## src/rtl/cmp_timer.sv

```systemverilog
module cmp_timer #(
  parameter int DIV_W = 10
) (
  input  logic       clk,
  input  logic       rst_n,
  input  logic       wr_en,
  input  logic [2:0] wr_addr,
  input  logic [7:0] wr_data,
  input  logic [2:0] rd_addr,
  output logic [7:0] rd_data,
  input  logic       port_val,
  input  logic       dir_bit,
  output logic       pin_out,
  output logic       pin_oe
);
  localparam logic [2:0] A_CTLA = 3'd0, A_CTLB = 3'd1, A_CNT = 3'd2, A_CMP = 3'd3, A_FLG = 3'd4;
  localparam logic [2:0] WAVE_CLR = 3'b010;

  logic [1:0] act_a, act_b, wave_lo;
  logic       wave_hi;
  logic [2:0] csel;
  logic [7:0] cnt, cmpv;
  logic       mflag, oflag, oc, blk;
  logic [DIV_W-1:0] pre;
  logic       tick;

  wire sel_a   = wr_en && (wr_addr == A_CTLA);
  wire sel_b   = wr_en && (wr_addr == A_CTLB);
  wire cnt_wr  = wr_en && (wr_addr == A_CNT);
  wire cmp_wr  = wr_en && (wr_addr == A_CMP);
  wire flg_wr  = wr_en && (wr_addr == A_FLG);
  wire clr_top = ({wave_hi, wave_lo} == WAVE_CLR);
  wire at_top  = (cnt == cmpv);
  wire hit     = tick && at_top && !blk && !cnt_wr;
  wire ovf_set = tick && !cnt_wr && !clr_top && (cnt == 8'hFF);

  always_comb begin
    case (csel)
      3'd1:    tick = 1'b1;
      3'd2:    tick = &pre[2:0];
      3'd3:    tick = &pre[5:0];
      3'd4:    tick = &pre[7:0];
      3'd5:    tick = &pre[DIV_W-1:0];
      default: tick = 1'b0;
    endcase
  end

  always_ff @(posedge clk) begin
    if (!rst_n) pre <= '0;
    else        pre <= pre + 1'b1;
  end

  always_ff @(posedge clk) begin
    if (!rst_n) begin
      act_a <= '0; act_b <= '0; wave_lo <= '0; wave_hi <= 1'b0; csel <= '0; cmpv <= '0;
    end else begin
      if (sel_a) {act_a, act_b, wave_lo} <= {wr_data[7:4], wr_data[1:0]};
      if (sel_b) {wave_hi, csel} <= wr_data[3:0];
      if (cmp_wr) cmpv <= wr_data;
    end
  end

  always_ff @(posedge clk) begin
    if (!rst_n) begin
      cnt <= '0;
      blk <= 1'b0;
    end else if (cnt_wr) begin
      cnt <= wr_data;
      blk <= 1'b1;
    end else if (tick) begin
      cnt <= (clr_top && at_top) ? 8'h00 : cnt + 8'h01;
      blk <= 1'b0;
    end
  end

  always_ff @(posedge clk) begin
    if (!rst_n) begin
      mflag <= 1'b0;
      oflag <= 1'b0;
    end else begin
      mflag <= hit | (mflag & ~(flg_wr & wr_data[1]));
      oflag <= ovf_set | (oflag & ~(flg_wr & wr_data[0]));
    end
  end

  always_ff @(posedge clk) begin
    if (!rst_n) oc <= 1'b0;
    else if (hit) begin
      case (act_a)
        2'b01:   oc <= ~oc;
        2'b10:   oc <= 1'b0;
        2'b11:   oc <= 1'b1;
        default: oc <= oc;
      endcase
    end
  end

  always_comb begin
    case (rd_addr)
      A_CTLA:  rd_data = {act_a, act_b, 2'b00, wave_lo};
      A_CTLB:  rd_data = {4'h0, wave_hi, csel};
      A_CNT:   rd_data = cnt;
      A_CMP:   rd_data = cmpv;
      A_FLG:   rd_data = {6'h00, mflag, oflag};
      default: rd_data = 8'h00;
    endcase
  end

  assign pin_out = (act_a != 2'b00) ? oc : port_val;
  assign pin_oe  = dir_bit;

  assert_hold_when_stopped_R4: assert property (@(posedge clk) disable iff (!rst_n)
    (!tick && !cnt_wr) |=> $stable(cnt));
  assert_wrap_sets_ovf_R5: assert property (@(posedge clk) disable iff (!rst_n)
    (tick && !cnt_wr && !clr_top && cnt == 8'hFF) |=> (cnt == 8'h00 && oflag));
  assert_clear_at_top_R6: assert property (@(posedge clk) disable iff (!rst_n)
    (tick && !cnt_wr && clr_top && at_top) |=> (cnt == 8'h00));
  assert_flag_needs_tick_R7: assert property (@(posedge clk) disable iff (!rst_n)
    $rose(mflag) |-> $past(tick));
  assert_idle_action_R9: assert property (@(posedge clk) disable iff (!rst_n)
    (act_a == 2'b00) |=> $stable(oc));
  assert_blocked_match_R11: assert property (@(posedge clk) disable iff (!rst_n)
    (blk && tick) |=> !$rose(mflag));
  always_comb assert_oe_follows_R10: assert (pin_oe == dir_bit);
endmodule

```

## config.mk

```make
export PLATFORM = sky130hd
export DESIGN_NAME = cmp_timer
export DESIGN_NICKNAME = d
export VERILOG_FILES = /design/src/rtl/cmp_timer.sv
export SDC_FILE = /design/constraint.sdc
export NUM_CORES = 1
export LEC_CHECK = 0
export BUFFER_PORTS_ARGS = -buffer_cell sky130_fd_sc_hd__buf_2
export CORE_MARGIN = 2
export CORE_UTILIZATION = 50
export DETAILED_ROUTE_END_ITERATION = 7
export PLACE_DENSITY = 0.73
export SETUP_SLACK_MARGIN = 0.4
export SYNTH_ARGS = -nofsm -noshare
export SYNTH_HDL_FRONTEND = slang
export SYNTH_SLANG_ARGS = --single-unit
```

## constraint.sdc

```tcl
create_clock -name clk -period 2.1 [get_ports clk]
set_clock_uncertainty 0.1 [all_clocks]
set_input_delay 0.42 -clock clk [delete_from_list [all_inputs] [get_ports clk]]
set_output_delay 0.42 -clock clk [all_outputs]
set_load 0.02 [all_outputs]
```

==> run summary, run 1 <==
The number of enable-type register cells in the synthesized netlist was 0; the top cell type's share of synthesized area was 36.51%. The worst register-to-register path begins at pre[1]$_SDFF_PN0_. Detailed routing inserted a total of 2169 vias. Total I/O pin count: 29.

Summed over all layers, the global routing overflow is 0. The class of the most critical setup path is reg -> reg. For the total CTS buffers, the log shows 5. Entering global routing, the biggest net connects 29 pins.

The tools report the kind of launch point of the worst setup path as a flip-flop. VDD sags by at most 0.4030 mV. The tools report the final cell count without fillers as 369. The final critical-path required period is 2035 ps.

The routed design has 6126 um of wire. Data on the critical path is required at its endpoint by 2220 ps. In the final layout, the share of cells above drive strength 1 is 38.49%. The via count of the first global-routing pass was 1955; the post-synth design cell area was 2193 um2.

By area the synthesized netlist is led by sky130_fd_sc_hd__dfxtp_1, sky130_fd_sc_hd__nand2_1, sky130_fd_sc_hd__nor2_1. By count the netlist is led by sky130_fd_sc_hd__dfxtp_1, sky130_fd_sc_hd__nand2_1, sky130_fd_sc_hd__nor2_1. The tools report the post-placement cell count as 343. In the synthesized netlist the dominant register cell turns out to be sky130_fd_sc_hd__dfxtp_1. After detailed routing, the number of remaining DRC violations is 0.

The count of nets left with antenna violations once routing finished came out at 0. The synthesized area divided by synthesized cell count came out at 8.277 um2. TritonCTS built the clock tree. The worst hold path passes through 3 cells.

Total power for the finished layout comes to 1.800 mW. The endpoint identified for the worst register-to-register timing path is cnt[7]$_SDFFE_PN0P_. The share of the Yosys chip area taken by registers is 36.51%. The relative contribution of combinational cells to total power came out at 19.8%. The depth of the most critical reg-to-reg path works out to 7. The logs give 0 for the number of violations of the max-capacitance limit and 5 for the length of the first detailed-routing pass in iterations.

The floorplan has 24 rows. For the distinct cell type count after synthesis, the log shows 52. In this run the number of H-tree levels came out at 2. For the initial antenna violation count, the log shows 0. The power dissipated by switching net loads was 0.4857 mW.

The clock root buffer was sky130_fd_sc_hd__clkbuf_8. In this run the worst hold path is classified as in -> reg. Setup repair after global routing could not meet its margin everywhere.

Using the TritonRoute via totals, the vias-per-cell ratio works out to 5.878. The placed wire-length estimate after detailed placement came out at 3803 um. The detail-routed net length per standard cell works out to 16.60 um. The origin of the worst min-delay path is wr_data[5]. Kind of end point of the critical path: a flip-flop. During placement, the flow inserted port buffers numbering 26.

Along the worst path, the maximum fanout reaches 5. The worst hold path terminates at cmpv[5]$_SDFFE_PN0P_. Synthesis produced 265 cells. The post-route fraction of the period consumed by the critical path was 96.90%; the number of failing setup endpoints in the final timing report was 0. For the synthesized netlist net count, the log shows 287. At the pin with the least slew margin, the transition time is 498.0 ps. The final layout contains 338 nets. Internal power comes to 1.314 mW.

During synthesis, Yosys emitted a total of 0 warnings. The sequential group share of total power is 45.1%. For this design, the sink count on the clock tree is 40. The total area inside the core boundary comes to 4294 um2. After the first detailed-routing iteration, the DRC count stood at 142. The die is 70.23 um wide.

For the worst setup path, the data arrival time is 2160 ps. The portion of total power attributed to the clock network was 35.1%; the later-pin clock latency in the skew report was 300 ps. In this run, synthesis produced a sequential element count of 40. The die is 70.23 um tall.

Routability-driven placement finished with a final weighted congestion of 0.9106. After synthesis, the share of flip-flops with an asynchronous set or reset is 0%. Net switching is 26.98% of the power. The run gives 9356 um as the global-route wire length before repair. The initial core utilization was 51.08%.

In the post-synthesis netlist, the cell with the most instances is sky130_fd_sc_hd__dfxtp_1. The static leakage was 1.163 nW. Remaining max-slew budget at the tightest pin: 66.75%.

The clock passes through at most 2 buffers. Highest clock frequency the design can meet: 491.4 MHz. The overall die area is 4932 um2. The biggest area contributor in the post-synthesis netlist is sky130_fd_sc_hd__dfxtp_1. 0 antenna diodes ended up in the layout. The flow ran to the end, and the final reports show no timing, DRC or antenna violations. The logs give 0 for the hold violation count in the final report and 0 for the total count of max-transition violations in the final report. Dividing total power by cell area gives a power density of 594.7 nW/um2.

Synthesis-to-finish area growth: 37.99%. The number of hold buffers added after CTS was 0. The register clock-pin slew on the reported worst setup and hold paths is 80 ps, and the overall fraction of global-route tracks in use is 23.96%. The tools report the setup slack of the most critical reg-to-reg path as 70 ps.
==> area by class of cell <==
class / instances / area, um2
clock buffers: 6 / 72.57
clock inverters: 2 / 35.03
fillers: 326 / 1267
inverters: 3 / 11.26
multi-input cells: 208 / 1521
flip-flops and latches: 40 / 832.0
well taps: 52 / 65.06
repair buffers: 58 / 489.2
==> critical path, stage by stage, from the launching register on <==
cell	delay (ps)
sky130_fd_sc_hd__dfxtp_2	360
sky130_fd_sc_hd__ha_4	160
sky130_fd_sc_hd__nand3_4	100
sky130_fd_sc_hd__o31ai_2	190
sky130_fd_sc_hd__o211ai_1	190
sky130_fd_sc_hd__clkbuf_16	200
sky130_fd_sc_hd__or4b_1	490
sky130_fd_sc_hd__a31oi_1	150
==> timing repair <==
action                                  4_1_cts  5_1_grt
gates cloned                                  0        3
setup buffers                                 8        7
endpoints found under the setup margin       20       21
pin swaps                                    11       21
gates resized for setup                      43       33
==> cells by family after synthesis <==
logic type / Yosys count / synth area share (%)
xor+xnor: 14 / 5.591
fa+ha+maj: 3 / 1.712
compound gates: 51 / 16.37
buf+inv: 17 / 3.480
simple gates: 121 / 27.21
mux: 19 / 9.128
flops: 40 / 36.51
==> routing by layer <==
layer  share of wire (%)  routed length, um  GRT usage (%)  up-vias
li1                    -                  -              -     1056
met1                  43               2634          33.27     1010
met2                  47               2902          35.95       93
met3                 8.3                507          4.906       10
met4                 1.3                 82          10.26        0
met5                   0                  0              0        -
==> cells in the final DEF, fill, tap and decap left out, types with 3 or more instances in the layout <==
| cell type | instances |
|---|---|
| sky130_fd_sc_hd__dfxtp_2 | 13 |
| sky130_fd_sc_hd__a22oi_2 | 7 |
| sky130_fd_sc_hd__o31a_1 | 6 |
| sky130_fd_sc_hd__clkbuf_8 | 5 |
| sky130_fd_sc_hd__nor3_1 | 3 |
| sky130_fd_sc_hd__nor2b_1 | 3 |
| sky130_fd_sc_hd__mux2i_1 | 11 |
| sky130_fd_sc_hd__nand4_1 | 4 |
| sky130_fd_sc_hd__buf_4 | 26 |
| sky130_fd_sc_hd__dfxtp_4 | 4 |
| sky130_fd_sc_hd__nand3_1 | 7 |
| sky130_fd_sc_hd__buf_2 | 15 |
| sky130_fd_sc_hd__xnor2_1 | 8 |
| sky130_fd_sc_hd__a21oi_1 | 12 |
| sky130_fd_sc_hd__mux2_4 | 6 |
| sky130_fd_sc_hd__and3_4 | 3 |
| sky130_fd_sc_hd__and3_1 | 5 |
| sky130_fd_sc_hd__dfxtp_1 | 23 |
| sky130_fd_sc_hd__a31oi_1 | 4 |
| sky130_fd_sc_hd__nand2_1 | 37 |
| sky130_fd_sc_hd__buf_6 | 11 |
| sky130_fd_sc_hd__xor2_1 | 5 |
| sky130_fd_sc_hd__and2_1 | 6 |
| sky130_fd_sc_hd__nor2_1 | 29 |
==> flip-flops by register name, indices dropped and copies added, names as in the netlist <==
| signal | count |
|---|---|
| wave_hi | 1 |
| wave_lo | 2 |
| csel | 3 |
| oc | 1 |
| cnt | 8 |
| pre | 10 |
| cmpv | 8 |
| act_b | 2 |
| act_a | 2 |
| oflag | 1 |
| blk | 1 |
| mflag | 1 |
==> metrics by stage <==
step	TNS [ps]	hold slack [ps]	utilization [%]	instance area (um2)	setup slack (ps)
floorplan	0	328.4	-	2242	280.4
global placement	0	343.9	57.87	2485	85.61
detailed placement	0	350.5	57.87	2485	61.58
CTS	0	285.3	64.98	2790	86.58
global route	-28.81	276.0	70.48	3027	-18.37
finish	0	283.7	70.48	3027	65.06
==> worst max-delay path by stage <==
stage	slack [ps]	start	end
floorplan	280	pre[0]$_SDFF_PN0_	cnt[7]$_SDFFE_PN0P_
global placement	90	rd_addr[0]	rd_data[0]
detailed placement	60	rd_addr[0]	rd_data[0]
CTS	90	pre[1]$_SDFF_PN0_	cnt[7]$_SDFFE_PN0P_
global route	-20	pre[0]$_SDFF_PN0_	cnt[7]$_SDFFE_PN0P_
finish	70	pre[1]$_SDFF_PN0_	cnt[7]$_SDFFE_PN0P_
==> power groups by stage <==
| stage | logic, mW | clock network, mW | registers [mW] |
|---|---|---|---|
| 5_1_grt | 0.381 | 0.680 | 0.816 |
| 4_1_cts | 0.310 | 0.640 | 0.814 |
| 3_3_place_gp | 0.260 | 0 | 0.827 |
| 2_1_floorplan | 0.162 | 0 | 0.833 |
| 6_report | 0.356 | 0.632 | 0.812 |
| 3_5_place_dp | 0.263 | 0 | 0.828 |
(Power assumes the default switching activity.)
==> run 2: changes to the inputs <==
--- a/config.mk
+++ b/config.mk
@@ -5,11 +5,11 @@
 export SDC_FILE = /design/constraint.sdc
 export NUM_CORES = 1
 export LEC_CHECK = 0
-export BUFFER_PORTS_ARGS = -buffer_cell sky130_fd_sc_hd__buf_2
 export CORE_MARGIN = 2
 export CORE_UTILIZATION = 50
 export DETAILED_ROUTE_END_ITERATION = 7
-export PLACE_DENSITY = 0.73
+export DONT_BUFFER_PORTS = 1
+export PLACE_DENSITY = 0.68
 export SETUP_SLACK_MARGIN = 0.4
 export SYNTH_ARGS = -nofsm -noshare
 export SYNTH_HDL_FRONTEND = slang
==> run 2 against run 1 <==
Flip-flop and latch count unchanged. Utilization down 4.0 points. Cell count down 9.2%. Count of clock-buffer cells in the layout unchanged. Fmax down 2.5%. First-iteration DRC count up 11%. Total power down 12%. Setup slack worse by 52 ps. Sequential share of layout area up 1.5 points. Largest power group unchanged.
==> run summary, run 2 (synthesis gave the netlist of run 1 again) <==
The run finished with clean final reports. The later-pin clock latency in the skew report is 280 ps (was 300 ps), and the ratio of cells with drive above 1 in the final layout is 33.57% (was 38.49%). For the via total after detailed routing, the log shows 2051 (was 2169). The area of the multi-input gates was 1618 um2 (was 1521 um2); the arrival time of data at the critical path endpoint was 2190 ps (was 2160 ps). The worst-case setup slack after placement was 120.2 ps (was 61.58 ps). The remaining max-slew budget at the tightest pin is 62.22% (was 66.75%). The logs give 24 (unchanged) for the floorplan row count and 4294 um2 (unchanged) for the area of the core.

The global-route wire length before repair is 9211 um (was 9356 um), and the final critical-path required period is 2087 ps (was 2035 ps). The endpoint required time on the critical path is 2210 ps (was 2220 ps), and the global-route track usage on met3 is 5.916% (was 4.906%). Commonest cells after routing, fill and taps aside: sky130_fd_sc_hd__nand2_1, sky130_fd_sc_hd__nor2_1, sky130_fd_sc_hd__dfxtp_1 (was sky130_fd_sc_hd__nand2_1, sky130_fd_sc_hd__nor2_1, sky130_fd_sc_hd__buf_4). The register clock-pin slew on the reported worst setup and hold paths is 80 ps (about the same).

The number of stages on the worst hold path works out to 1 (was 3). Maximum number of pins on one net before global-route repair: 29 (unchanged). The post-route fraction of the period consumed by the critical path was 99.37% (was 96.90%). The run gives 2 (unchanged) as the maximum clock path buffer count. For the highest clock frequency the design can meet, the log shows 479.2 MHz (was 491.4 MHz). The total power came out at 1.593 mW (was 1.800 mW).

Core utilization of the finished layout: 66.52% (was 70.48%). The overall die area is 4932 um2 (unchanged), and the transition time at the pin with the least slew margin is 565.8 ps (was 498.0 ps). The register with the highest flop count is pre (unchanged).

The flip-flop count of the largest register, all copies and words added came out at 10 (unchanged). The die height is 70.23 um (unchanged), and the count of filler cells inserted in the layout is 362 (was 326). The aggregate global routing overflow is 0 (unchanged), and the setup slack of the most critical reg-to-reg path is 10 ps (was 70 ps). The run gives 0 (unchanged) as the DRC violations left. For the met1 global-route usage, the log shows 34.00% (was 33.27%). For the length of the first detailed-routing pass in iterations, the log shows 4 (was 5).

The tools report the violation count after the first detailed-route iteration as 157 (was 142). The total I/O pin count came out at 29 (unchanged). The number of sinks on the clock net is 40 (unchanged). Setup repair after global routing could not meet its margin everywhere. For the cell area after layout, the log shows 2856 um2 (was 3027 um2). The class of the worst hold path was in -> reg (unchanged).

The fraction of met2 tracks used by global routing was 35.22% (was 35.95%); the power per unit of standard cell area was 557.5 nW/um2 (was 594.7 nW/um2). The detail-routed net length per standard cell came out at 18.69 um (was 16.60 um). Largest registers: pre: 10 flops, cmpv: 8 flops, cnt: 8 flops (unchanged). The tools report the number of nets in the layout as 305 (was 338).

The startpoint of the lowest-slack register-to-register path was pre[0]$_SDFF_PN0_ (was pre[1]$_SDFF_PN0_). The tools report the capture endpoint of the worst hold path as cnt[3]$_SDFFE_PN0P_ (was cmpv[5]$_SDFFE_PN0P_). Die outline width: 70.23 um (unchanged). The number of violations of the max-capacitance limit was 0 (unchanged).

Number of failing setup endpoints in the final timing report: 0 (unchanged). The run gives 23.62% (was 23.96%) as the overall fraction of global-route tracks in use. The tools report the kind of end point of the critical path as a flip-flop (unchanged). Endpoint of the most critical register-to-register path: cnt[7]$_SDFFE_PN0P_ (unchanged). The run gives 0.3900 mV (was 0.4030 mV) as the worst voltage drop across the vdd grid.

Depth of the most critical reg-to-reg path: 8 (was 7). The via count of the first global-routing pass is 1824 (was 1955). For the total CTS buffers, the log shows 5 (unchanged). The tools report the post-route worst setup slack as 13.32 ps (was 65.06 ps).

Kind of launch point of the worst setup path: a flip-flop (unchanged). The logs give 51.08% (unchanged) for the initial core utilization and 0 (unchanged) for the initial antenna violation count. The tools report the origin of the worst min-delay path as rst_n (was wr_data[5]). The total count of max-transition violations in the final report is 0 (unchanged), and the static leakage is 0.9905 nW (was 1.163 nW). The run gives 0 (unchanged) as the hold violation count in the final report.

The tools report the clock root buffer as sky130_fd_sc_hd__clkbuf_8 (unchanged). The sequential cell area was 828.3 um2 (was 832.0 um2). The class of the most critical setup path was reg -> reg (unchanged). TritonCTS built the clock tree.

The synthesis-to-finish area growth is 30.23% (was 37.99%). Leading cell type in the layout, fill and taps excluded: sky130_fd_sc_hd__nand2_1 (unchanged). The final RePlAce weighted congestion came out at 0.8482 (was 0.9106). Post-detailed-route count of antenna-violating nets: 0 (unchanged).

The port buffer count came out at 0 (was 26). Mean number of vias per cell: 6.122 (was 5.878). Maximum level of the CTS H-tree: 2 (unchanged). The tools report the total wirelength of the detailed-routed design as 6261 um (was 6126 um). The worst-path maximum fanout was 7 (was 5). The number of antenna cells inserted came out at 0 (unchanged). The placed wire-length estimate after detailed placement came out at 3862 um (was 3803 um). Global routing's busiest layer: met2 (unchanged). Cell area reported after detailed placement: 2355 um2 (was 2485 um2).
## run 2: cell count changes in the layout (fill, tap and decap cells not counted), sizes merged
cell / previous run / this run
clkbuf: 10 / 8
bufinv: 1 / 0
buf: 54 / 23
## run 2: how the worst max path moves through the flow
stage          slack [ps]             endpoint  depth (start not counted)              start
2_1_floorplan         280  cnt[7]$_SDFFE_PN0P_                          7  pre[0]$_SDFF_PN0_
3_3_place_gp          150  cnt[7]$_SDFFE_PN0P_                          7  pre[0]$_SDFF_PN0_
3_5_place_dp          120  cnt[7]$_SDFFE_PN0P_                          8  pre[0]$_SDFF_PN0_
4_1_cts               100  cnt[7]$_SDFFE_PN0P_                          8  pre[0]$_SDFF_PN0_
5_1_grt               -50  cnt[7]$_SDFFE_PN0P_                          8  pre[0]$_SDFF_PN0_
6_report               10  cnt[7]$_SDFFE_PN0P_                          8  pre[0]$_SDFF_PN0_
## run 2: area by class of cell
cell class	count	share of cell area (%)
multi-input cells	208	56.64
flip-flops and latches	40	29.00
repair buffers	25	8.979
clock buffers	6	2.541
well taps	52	2.278
inverters	3	0.3942
clock inverters	1	0.1752
## run 2: critical path, cell delays in order (launching register included)
cell and delay (ps):
sky130_fd_sc_hd__dfxtp_4 370, sky130_fd_sc_hd__ha_4 160, sky130_fd_sc_hd__ha_4 120, sky130_fd_sc_hd__a211oi_2 60, sky130_fd_sc_hd__a21oi_1 140, sky130_fd_sc_hd__o211ai_1 160
sky130_fd_sc_hd__clkbuf_16 200, sky130_fd_sc_hd__or4b_4 520, sky130_fd_sc_hd__a31oi_4 170
## run 2: power breakdown
group	internal [mW]	leakage, nW	switching (mW)
sequential	0.787	0.332	0.0271
combinational	0.146	0.617	0.152
clock	0.226	0.0410	0.255
total	1.16	0.990	0.434
## run 2: stage by stage
step	hold WS, ps	std cells	TNS, ps
5_1_grt	135.7	335	-83.62
4_1_cts	148.9	324	0
2_1_floorplan	328.4	265	0
3_3_place_gp	338.4	317	0
3_5_place_dp	346.0	317	0
6_report	150.4	335	0
## run 2: timing repair
action,CTS,global route
resized for setup,29,48
setup buffers,0,9
pin swaps,7,17
gates cloned,0,2
endpoints found under the hold margin,0,0
endpoints found under the setup margin,20,21
hold buffers,0,0
## run 2: layer usage
| layer | wire, um | vias to the layer above | part of all wire (%) |
|---|---|---|---|
| met5 | 0 | - | 0 |
| li1 | - | 984 | - |
| met4 | 121 | 0 | 1.9 |
| met3 | 439 | 11 | 7.0 |
| met2 | 2980 | 72 | 48 |
| met1 | 2720 | 984 | 43 |
==> run 3: changes to the inputs <==
--- a/config.mk
+++ b/config.mk
@@ -6,10 +6,10 @@
 export NUM_CORES = 1
 export LEC_CHECK = 0
 export CORE_MARGIN = 2
-export CORE_UTILIZATION = 50
+export CORE_UTILIZATION = 55
 export DETAILED_ROUTE_END_ITERATION = 7
 export DONT_BUFFER_PORTS = 1
-export PLACE_DENSITY = 0.68
+export PLACE_DENSITY = 0.73
 export SETUP_SLACK_MARGIN = 0.4
 export SYNTH_ARGS = -nofsm -noshare
 export SYNTH_HDL_FRONTEND = slang
==> run 3 against run 2 <==
Cell count fell by 2.1%. Combinational power down 9.7%. First-iteration DRC count shrank 17%. Design area is 6.4% lower. Flip-flop and latch count is the same. Die area down 8.6%. Largest power group unchanged.
==> run summary, run 3 (synthesis gave the netlist of run 1 again) <==
The die outline width works out to 67.15 um (was 70.23 um). The run gives 0 (unchanged) as the number of failing setup endpoints in the final timing report. The port buffer count is 0 (unchanged).

The sum of negative setup slack came out at 0 ps (unchanged). The static leakage came out at 0.9308 nW (was 0.9905 nW). The origin of the worst setup path is pre[1]$_SDFF_PN0_ (was pre[0]$_SDFF_PN0_). The kind of launch point of the worst setup path was a flip-flop (unchanged). Largest registers: pre: 10 flops, cmpv: 8 flops, cnt: 8 flops (unchanged).

The cell area after layout was 2674 um2 (was 2856 um2). For the global-route track usage on met3, the log shows 5.167% (was 5.916%). The final RePlAce weighted congestion is 0.8223 (was 0.8482). The tools report the total wirelength of the detailed-routed design as 5766 um (was 6261 um).

The most repeated library cell on the critical path is sky130_fd_sc_hd__ha_4 (unchanged). Origin of the worst min-delay path: rst_n (unchanged). For the length of the first detailed-routing pass in iterations, the log shows 4 (unchanged). Remaining max-slew budget at the tightest pin: 64.73% (was 62.22%). The flip-flop count of the largest register, all copies and words added was 10 (unchanged); the worst voltage drop across the vdd grid was 0.4203 mV (was 0.3900 mV). The run gives 131 (was 157) as the violation count after the first detailed-route iteration. For the post-cts hold buffer count, the log shows 0 (unchanged). The run gives 328 (was 335) as the final cell count without fillers. The tools report the via count of the first global-routing pass as 1876 (was 1824). The final critical-path required period was 2029 ps (was 2087 ps). The tools report the number of antenna cells inserted as 0 (unchanged). The hold violation count in the final report was 0 (unchanged); the area of the core was 3744 um2 (was 4294 um2). The kind of end point of the critical path is a flip-flop (unchanged). The mean number of vias per cell works out to 6.055 (was 6.122). The via total after detailed routing was 1986 (was 2051); the total CTS buffers was 5 (unchanged).

The tools report the count of filler cells inserted in the layout as 298 (was 362). The startpoint of the lowest-slack register-to-register path is pre[1]$_SDFF_PN0_ (was pre[0]$_SDFF_PN0_). For the cell area reported after detailed placement, the log shows 2345 um2 (was 2355 um2).

Commonest cells after routing, fill and taps aside: sky130_fd_sc_hd__nand2_1, sky130_fd_sc_hd__dfxtp_1, sky130_fd_sc_hd__nor2_1 (was sky130_fd_sc_hd__nand2_1, sky130_fd_sc_hd__nor2_1, sky130_fd_sc_hd__dfxtp_1). The die height was 67.15 um (was 70.23 um). The maximum cell stage delay along the critical path came out at 370 ps (was 520 ps). The class of the worst hold path was in -> reg (unchanged). The DRC violations left was 0 (unchanged).

The run gives 43.19% (was 35.22%) as the fraction of met2 tracks used by global routing. The maximum number of pins on one net before global-route repair was 29 (unchanged). The logs give 0 (unchanged) for the aggregate global routing overflow and 2 (unchanged) for the maximum level of the CTS H-tree. Post-detailed-route count of antenna-violating nets: 0 (unchanged). Synthesis-to-finish area growth: 21.91% (was 30.23%). Leading cell type in the layout, fill and taps excluded: sky130_fd_sc_hd__nand2_1 (unchanged). Maximum clock path buffer count: 2 (unchanged). Total I/O pin count: 29 (unchanged).

The ratio of cells with drive above 1 in the final layout works out to 29.29% (was 33.57%). For the placed wire-length estimate after detailed placement, the log shows 3931 um (was 3862 um). The post-route fraction of the period consumed by the critical path came out at 96.60% (was 99.37%).

The flow ran to the end, and the final reports show no timing, DRC or antenna violations. For the number of nets in the layout, the log shows 302 (was 305). The number of sinks on the clock net was 40 (unchanged).

The register clock-pin slew on the reported worst setup and hold paths was 80 ps (about the same). The library cell contributing the largest single delay on the critical path is sky130_fd_sc_hd__dfxtp_4 (was sky130_fd_sc_hd__or4b_4). The overall die area is 4509 um2 (was 4932 um2), and the post-placement cell count is 314 (was 317).

The run gives 492.9 MHz (was 479.2 MHz) as the highest clock frequency the design can meet. The endpoint required time on the critical path was 2180 ps (was 2210 ps). The number of violations of the max-capacitance limit was 0 (unchanged). The power per unit of standard cell area works out to 595.3 nW/um2 (was 557.5 nW/um2). Global-route wire length before repair: 8728 um (was 9211 um). The tools report the clock root buffer as sky130_fd_sc_hd__clkbuf_8 (unchanged).

The transition time at the pin with the least slew margin works out to 528.3 ps (was 565.8 ps). The tools report the overall fraction of global-route tracks in use as 26.25% (was 23.62%). The tools report the initial core utilization as 58.59% (was 51.08%).

Global routing's busiest layer: met2 (unchanged). Worst-path cell chain: ha_4, ha_4, a211oi_2, a21oi_1, o211ai_1, buf_4, o41a_1, a311o_1 (was ha_4, ha_4, a211oi_2, a21oi_1, o211ai_1, clkbuf_16, or4b_4, a31oi_4). The worst-path maximum fanout is 8 (was 7).

The worst-case setup slack after placement came out at 69.21 ps (was 120.2 ps). TritonCTS built the clock tree. The post-route worst setup slack was 71.32 ps (was 13.32 ps); the met1 global-route usage was 33.72% (was 34.00%). The initial antenna violation count was 0 (unchanged). The detail-routed net length per standard cell was 17.58 um (was 18.69 um); the later-pin clock latency in the skew report was 300 ps (was 280 ps).

The floorplan row count is 22 (was 24). The register with the highest flop count is pre (unchanged). Class of the most critical setup path: reg -> reg (unchanged).

For the arrival time of data at the critical path endpoint, the log shows 2110 ps (was 2190 ps). Setup repair after global routing could not meet its margin everywhere. The total count of max-transition violations in the final report was 0 (unchanged).
==> run 3: repair_timing <==
item / in CTS / in global routing
gates cloned: 1 / 0
setup endpoints to repair: 20 / 20
pin swaps: 18 / 18
buffers inserted: 2 / 4
resized for setup: 28 / 22
endpoints found under the hold margin: 0 / 0
==> run 3: path summary, 6_finish.rpt <==
path              slack [ps]              endpoint  cells after the start
setup reg to reg          70       oc$_SDFFE_PN0P_                      8
setup / recovery          70       oc$_SDFFE_PN0P_                      8
hold / removal           130   cnt[0]$_SDFFE_PN0P_                      1
hold reg to reg          390  cmpv[6]$_SDFFE_PN0P_                      2
==> run 3: metal layers <==
metal,share of wire (%),up-vias
met1,44,940
li1,-,974
met3,6.5,10
met2,48,62
met5,0,-
met4,1.5,0
==> run 3: area by class of cell <==
| class | count | area (um2) | share of cell area (%) |
|---|---|---|---|
| Clock inverter | 2 | 12.51 | 0.4679 |
| Multi-Input combinational cell | 208 | 1520 | 56.86 |
| Inverter | 3 | 11.26 | 0.4212 |
| Tap cell | 48 | 60.06 | 2.246 |
| Timing Repair Buffer | 22 | 181.4 | 6.785 |
| Clock buffer | 5 | 68.82 | 2.574 |
| Sequential cell | 40 | 819.5 | 30.65 |
==> run 3: through the flow <==
step                      total power, mW  hold slack [ps]  util [%]
final                               1.592            129.3     71.42
after detailed placement            1.044            354.1     62.63
after floorplan                    0.9944            328.4         -
after global placement              1.040            337.8     62.63
after CTS                           1.556            127.3     68.18
after global routing                1.654            121.7     71.42
==> run 3: report_power, final <==
part	switching [mW]	internal [mW]	leakage [nW]	total (mW)
logic	0.137	0.132	0.561	0.269
clock network	0.281	0.225	0.0400	0.506
registers	0.0288	0.787	0.330	0.816
total	0.447	1.14	0.931	1.59
==> run 3: worst max-delay path, delay by kind of cell (launching register included) <==
kind | cells | cell delay (ps)
DFF | 1 | 370
AOI/OAI and AO/OA | 5 | 980
adders and majority gates | 2 | 290
buffers and inverters | 1 | 180
